## src/rtl/dmac_pkg.sv

```systemverilog
package dmac_pkg;
  localparam int unsigned DEF_HALF_W = 16;
  localparam int unsigned DEF_LANES  = 2;
  localparam int unsigned DEF_ACC_W  = 40;
  localparam int unsigned DEF_WORD_W = 32;

  // which part of an accumulator the access port addresses
  typedef enum logic {
    ACC_PART_LO = 1'b0,
    ACC_PART_HI = 1'b1
  } acc_part_e;
endpackage

```

## src/rtl/dmac_issue_stage.sv

```systemverilog
// Stage 1: captures the source words of an accepted issue.
module dmac_issue_stage #(
  parameter int unsigned SRC_W = 32
) (
  input  logic             clk,
  input  logic             rst_n,
  input  logic             accept,
  input  logic [SRC_W-1:0] in_a,
  input  logic [SRC_W-1:0] in_b,
  output logic             s2_valid,
  output logic [SRC_W-1:0] s2_a,
  output logic [SRC_W-1:0] s2_b
);
  always_ff @(posedge clk or negedge rst_n) begin
    if (!rst_n) begin
      s2_valid <= 1'b0;
      s2_a     <= '0;
      s2_b     <= '0;
    end else begin
      s2_valid <= accept;
      if (accept) begin
        s2_a <= in_a;
        s2_b <= in_b;
      end
    end
  end

  // an accepted issue occupies stage 2 in the following cycle
  a_r5_stage_follows: assert property (@(posedge clk) disable iff (!rst_n)
    accept |=> s2_valid);
  // no issue, no stage-2 work
  a_r10_no_phantom: assert property (@(posedge clk) disable iff (!rst_n)
    !accept |=> !s2_valid);
endmodule

```

## src/rtl/dmac_lane.sv

```systemverilog
// Stage 2 of one lane: signed product, sign extension and accumulator state.
module dmac_lane
  import dmac_pkg::*;
#(
  parameter int unsigned HALF_W = 16,
  parameter int unsigned ACC_W  = 40,
  parameter int unsigned WORD_W = 32
) (
  input  logic              clk,
  input  logic              rst_n,
  input  logic              mac_en,
  input  logic [HALF_W-1:0] op_a,
  input  logic [HALF_W-1:0] op_b,
  input  logic              wr_en,
  input  acc_part_e         wr_part,
  input  logic [WORD_W-1:0] wr_data,
  output logic [ACC_W-1:0]  acc
);
  localparam int unsigned PROD_W = 2 * HALF_W;
  localparam int unsigned HI_W   = ACC_W - WORD_W;
  localparam int unsigned EXT_W  = ACC_W - PROD_W;

  logic signed [PROD_W-1:0] prod;
  logic        [ACC_W-1:0]  prod_ext;
  logic        [ACC_W-1:0]  acc_nxt;

  always_comb begin
    prod     = $signed(op_a) * $signed(op_b);
    prod_ext = {{EXT_W{prod[PROD_W-1]}}, prod};
  end

  // the MAC update outranks a software write in the same cycle
  always_comb begin
    acc_nxt = acc;
    if (mac_en) begin
      acc_nxt = acc + prod_ext;
    end else if (wr_en) begin
      if (wr_part == ACC_PART_HI) acc_nxt[ACC_W-1:WORD_W] = wr_data[HI_W-1:0];
      else                        acc_nxt[WORD_W-1:0]     = wr_data;
    end
  end

  always_ff @(posedge clk or negedge rst_n) begin
    if (!rst_n) acc <= '0;
    else        acc <= acc_nxt;
  end

  // with neither a MAC update nor a write, the state holds
  a_r10_idle_hold: assert property (@(posedge clk) disable iff (!rst_n)
    (!mac_en && !wr_en) |=> $stable(acc));
  // a high-part write leaves the low word alone
  a_r8_hi_keeps_lo: assert property (@(posedge clk) disable iff (!rst_n)
    (!mac_en && wr_en && wr_part == ACC_PART_HI)
      |=> acc[WORD_W-1:0] == $past(acc[WORD_W-1:0]));
  // a zero-product MAC colliding with a write leaves the state unchanged
  a_r9_mac_wins: assert property (@(posedge clk) disable iff (!rst_n)
    (mac_en && wr_en && op_a == '0) |=> $stable(acc));
endmodule

```

## src/rtl/dual_mac16.sv

```systemverilog
module dual_mac16
  import dmac_pkg::*;
#(
  parameter int unsigned HALF_W = DEF_HALF_W,
  parameter int unsigned LANES  = DEF_LANES,
  parameter int unsigned ACC_W  = DEF_ACC_W,
  parameter int unsigned WORD_W = DEF_WORD_W
) (
  input  logic                            clk,
  input  logic                            rst_n,
  input  logic                            issue_valid,
  output logic                            issue_ready,
  input  logic [LANES*HALF_W-1:0]         src_a,
  input  logic [LANES*HALF_W-1:0]         src_b,
  input  logic                            wr_en,
  input  logic [$clog2(LANES)-1:0]        wr_sel,
  input  logic                            wr_hi,
  input  logic [WORD_W-1:0]               wr_data,
  input  logic [$clog2(LANES)-1:0]        rd_sel,
  input  logic                            rd_hi,
  output logic [WORD_W-1:0]               rd_data
);
  localparam int unsigned SRC_W = LANES * HALF_W;
  localparam int unsigned SEL_W = $clog2(LANES);
  localparam int unsigned HI_W  = ACC_W - WORD_W;
  localparam int unsigned PAD_W = WORD_W - HI_W;

  logic             accept;
  logic             s2_valid;
  logic [SRC_W-1:0] s2_a;
  logic [SRC_W-1:0] s2_b;
  logic [ACC_W-1:0] acc_q [LANES];

  // no back-pressure: ready only drops during reset
  assign issue_ready = rst_n;
  assign accept      = issue_valid & issue_ready;

  dmac_issue_stage #(.SRC_W(SRC_W)) u_issue (
    .clk      (clk),
    .rst_n    (rst_n),
    .accept   (accept),
    .in_a     (src_a),
    .in_b     (src_b),
    .s2_valid (s2_valid),
    .s2_a     (s2_a),
    .s2_b     (s2_b)
  );

  for (genvar g = 0; g < LANES; g++) begin : g_lane
    logic lane_wr;
    assign lane_wr = wr_en && (wr_sel == SEL_W'(g));

    dmac_lane #(
      .HALF_W (HALF_W),
      .ACC_W  (ACC_W),
      .WORD_W (WORD_W)
    ) u_lane (
      .clk     (clk),
      .rst_n   (rst_n),
      .mac_en  (s2_valid),
      .op_a    (s2_a[g*HALF_W +: HALF_W]),
      .op_b    (s2_b[g*HALF_W +: HALF_W]),
      .wr_en   (lane_wr),
      .wr_part (acc_part_e'(wr_hi)),
      .wr_data (wr_data),
      .acc     (acc_q[g])
    );
  end

  always_comb begin
    if (rd_hi) rd_data = {{PAD_W{1'b0}}, acc_q[rd_sel][ACC_W-1:WORD_W]};
    else       rd_data = acc_q[rd_sel][WORD_W-1:0];
  end

  // the high view is zero-extended
  a_r7_hi_zero_ext: assert property (@(posedge clk) disable iff (!rst_n)
    rd_hi |-> rd_data[WORD_W-1:HI_W] == '0);
  // outside reset an offered issue is always taken
  a_r6_no_stall: assert property (@(posedge clk) disable iff (!rst_n)
    issue_valid |-> accept);
endmodule

```

## config.mk

```make
export PLATFORM = sky130hd
export DESIGN_NAME = dual_mac16
export DESIGN_NICKNAME = d
export VERILOG_FILES = /design/src/rtl/dmac_pkg.sv /design/src/rtl/dmac_issue_stage.sv /design/src/rtl/dmac_lane.sv /design/src/rtl/dual_mac16.sv
export SDC_FILE = /design/constraint.sdc
export NUM_CORES = 2
export LEC_CHECK = 0
export BUFFER_PORTS_ARGS = -buffer_cell sky130_fd_sc_hd__buf_2
export CELL_PAD_IN_SITES_DETAIL_PLACEMENT = 0
export CELL_PAD_IN_SITES_GLOBAL_PLACEMENT = 2
export CORE_MARGIN = 1.5
export CORE_UTILIZATION = 40
export CTS_CLUSTER_DIAMETER = 50
export DETAILED_ROUTE_END_ITERATION = 10
export GPL_ROUTABILITY_DRIVEN = 0
export HOLD_SLACK_MARGIN = 0.06
export PLACE_DENSITY = 0.92
export SLEW_MARGIN = 20
export SYNTH_ARGS = -nofsm -noshare
export SYNTH_HDL_FRONTEND = slang
export SYNTH_SLANG_ARGS = --single-unit
```

## constraint.sdc

```tcl
create_clock -name clk -period 9.7 [get_ports clk]
set_input_delay 1.455 -clock clk [delete_from_list [all_inputs] [get_ports clk]]
set_output_delay 1.455 -clock clk [all_outputs]
set_load 0.02 [all_outputs]
```

==> metrics.txt <==
WS Path Type=register to register; RSZ-0062 raised after global routing=false; clk_lat worst skew=roughly 510 ps; CTS max path bufs=2; post-synthesis async set-or-reset flop share=100%; Via density=5.17; clk sinks=145; Die W=about 280 um; Crit. End Element=register; Slew Limit Fails=0; syn nets=approximately 4200; Place WS=about 840 ps; total track usage=around 22%; grt ovf=0; slowest stage delay, CP=830 ps; GR peak layer=met2; I/O Pins=about 140; detailed placer's ending HPWL=67200 um; antenna cells=0; DR DRC count=0; synthesis-stage register bit count=145; commonest cells in the netlist=inv_1, fa_1, nand2_1; Max Cap Violations=0; ys flop type=dfrtp_1; CTS Buf Count=17; Arr. time, crit path=9210 ps; layout cell share with drive strength beyond 1=9.23%; fin worst setup slack=838 ps; Synth Warn #=0; GR Util met1=30.4%; global-route wire length before repair=135000 um; initial detailed-routing violation count=between 1000 and 1500; Cell Rows=about 100; PortBufs=136; Initial Utilization=40.4%; DR pass1 iterations=6; Tcrit/Tclk final=91.4%; Die H=280 um; post-route ant nets=0; H-Tree Depth=4; initial antenna violation count=0; Post-CTS Setup Repair Bufs=0; pin count of the biggest net entering global routing=71; worst-path maximum fanout=17; Hold Path Class=register to register; f_max=0.113 GHz; Final TNS setup=0 ps; Distinct cells, synth=between 80 and 90; Post-CTS Hold Buffers=0; share of the synthesized area in the top cell type=between 30 and 40%; Cell Area, Synth=30600 um^2; Global Route met3 Usage=a little over 4%; CTS tree=yes; # setup viols final=0; Die Area=78300 um^2; EDFF count, synth=0; Max-slew headroom=33.5%; CORE AREA=75900 um^2; Yosys top cell by area=fa_1; Syn Area/Cell=9.23 um^2; worst-margin pin slew=approximately 1000 ps; outcome=complete, no violations; Mapped Cells=about 3300; CP dominant cell by count=fa_1; fin crit period=around 8900 ps; Seq/Total Area, Yosys=approximately an eighth; post-DR wirelength/cell=18.7 um; Layout area overhead=7.15%; most instantiated library cell after synthesis=inv_1; met2 GRT Util=36.5%; vias in the first global route=24100; Synth area leaders=fa_1, dfrtp_1, ha_1; Via Count=22800; Hold Fails Final Rpt=0; fin nets=between 4000 and 5000; Routed WL=between 80000 and 90000 um; root buf cell=clkbuf_16; CP Launch Type=register; Worst-path clk slew=70 ps; post-CTS sizing=0; Crit-path slowest cell=dfrtp_1; clock skew=28.1 ps; WP data required=between 10000 and 15000 ps
## critical path: cells and delay by family, from the launching register on
kind                     cells  cell delay [ps]
flip-flops                   1              830
AO/OA/AOI/OAI               14             3200
AND/OR/NAND/NOR              4              620
adder cells (fa/ha/maj)      8             3700
buffers and inverters        3              160
XOR/XNOR                     1              180
## placed cells by master, fill, tap and decap left out, drive strengths merged, types with 28 or more instances in the layout
cell | synthesis | layout
o21ai | 129 | 129
a21o | 58 | 58
buf | 13 | 152
xnor2 | 90 | 90
ha | 246 | 246
nand2 | 344 | 344
and2 | 255 | 255
nand3 | 38 | 38
a211oi | 28 | 28
inv | 602 | 611
fa | 526 | 526
a21oi | 117 | 117
mux2i | 83 | 83
mux2 | 83 | 83
nor2 | 125 | 125
dfrtp | 145 | 145
## final timing paths
kind / start / end / slack (ps) / depth (start not counted)
worst max-delay path: u_issue.s2_a[25]$_DFFE_PN0P_ / g_lane[1].u_lane.acc[36]$_DFFE_PN0P_ / 840 / 30
worst min-delay path: g_lane[0].u_lane.acc[9]$_DFFE_PN0P_ / g_lane[0].u_lane.acc[9]$_DFFE_PN0P_ / 600 / 2
worst max register to register: u_issue.s2_a[25]$_DFFE_PN0P_ / g_lane[1].u_lane.acc[36]$_DFFE_PN0P_ / 840 / 30
worst min register to register: g_lane[0].u_lane.acc[9]$_DFFE_PN0P_ / g_lane[0].u_lane.acc[9]$_DFFE_PN0P_ / 600 / 2
max in group asynchronous: rst_n / u_issue.s2_valid$_DFF_PN0_ / 7200 / 3
min in group asynchronous: rst_n / u_issue.s2_a[0]$_DFFE_PN0P_ / 890 / 1
## cell families after synthesis
family,after synthesis,share of synthesized area (%)
AOI/OAI and AO/OA,494,10.8
xor gates and xnor gates,117,3.44
adders and majority gates,772,44.4
buffers and inverters,727,8.94
DFF,145,11.8
muxes,174,6.35
and+or+nand+nor,892,14.3
## per-stage QoR
step | instances | instance area [um^2] | utilization [%] | hold slack (ps)
2_1_floorplan | 3321 | 30600 | - | 540
6_report | 4410 | 32800 | 43.2 | 604
3_5_place_dp | 4378 | 32300 | 42.5 | 600
4_1_cts | 4410 | 32800 | 43.2 | 612
5_1_grt | 4410 | 32800 | 43.2 | 640
3_3_place_gp | 4378 | 32300 | 42.5 | 581
## sequential cells by signal (all words and copies together), names as in the netlist
register and count:
u_issue.s2_valid 1, u_issue.s2_a 32, g_lane.u_lane.acc 80, u_issue.s2_b 32
## per-layer routing
| metal | part of all wire, % | up-vias |
|---|---|---|
| li1 | - | 10700 |
| met1 | 45 | 11600 |
| met2 | 48 | 495 |
| met3 | 5.6 | 70 |
| met4 | 1.8 | 0 |
| met5 | 0 | - |
## cell type report
| class | instances | area (um^2) |
|---|---|---|
| clock inverter | 13 | 116 |
| fill | 7500 | 43100 |
| tap | 1030 | 1290 |
| clock buffer | 19 | 443 |
| multi-input combinational | 2449 | 24300 |
| sequential | 145 | 3630 |
| inverter | 602 | 2260 |
| timing repair buffer | 152 | 807 |
Power is left out: the tool's default activity adds up to more than one toggle a clock period on the data nets, which glitch-free logic cannot reach.
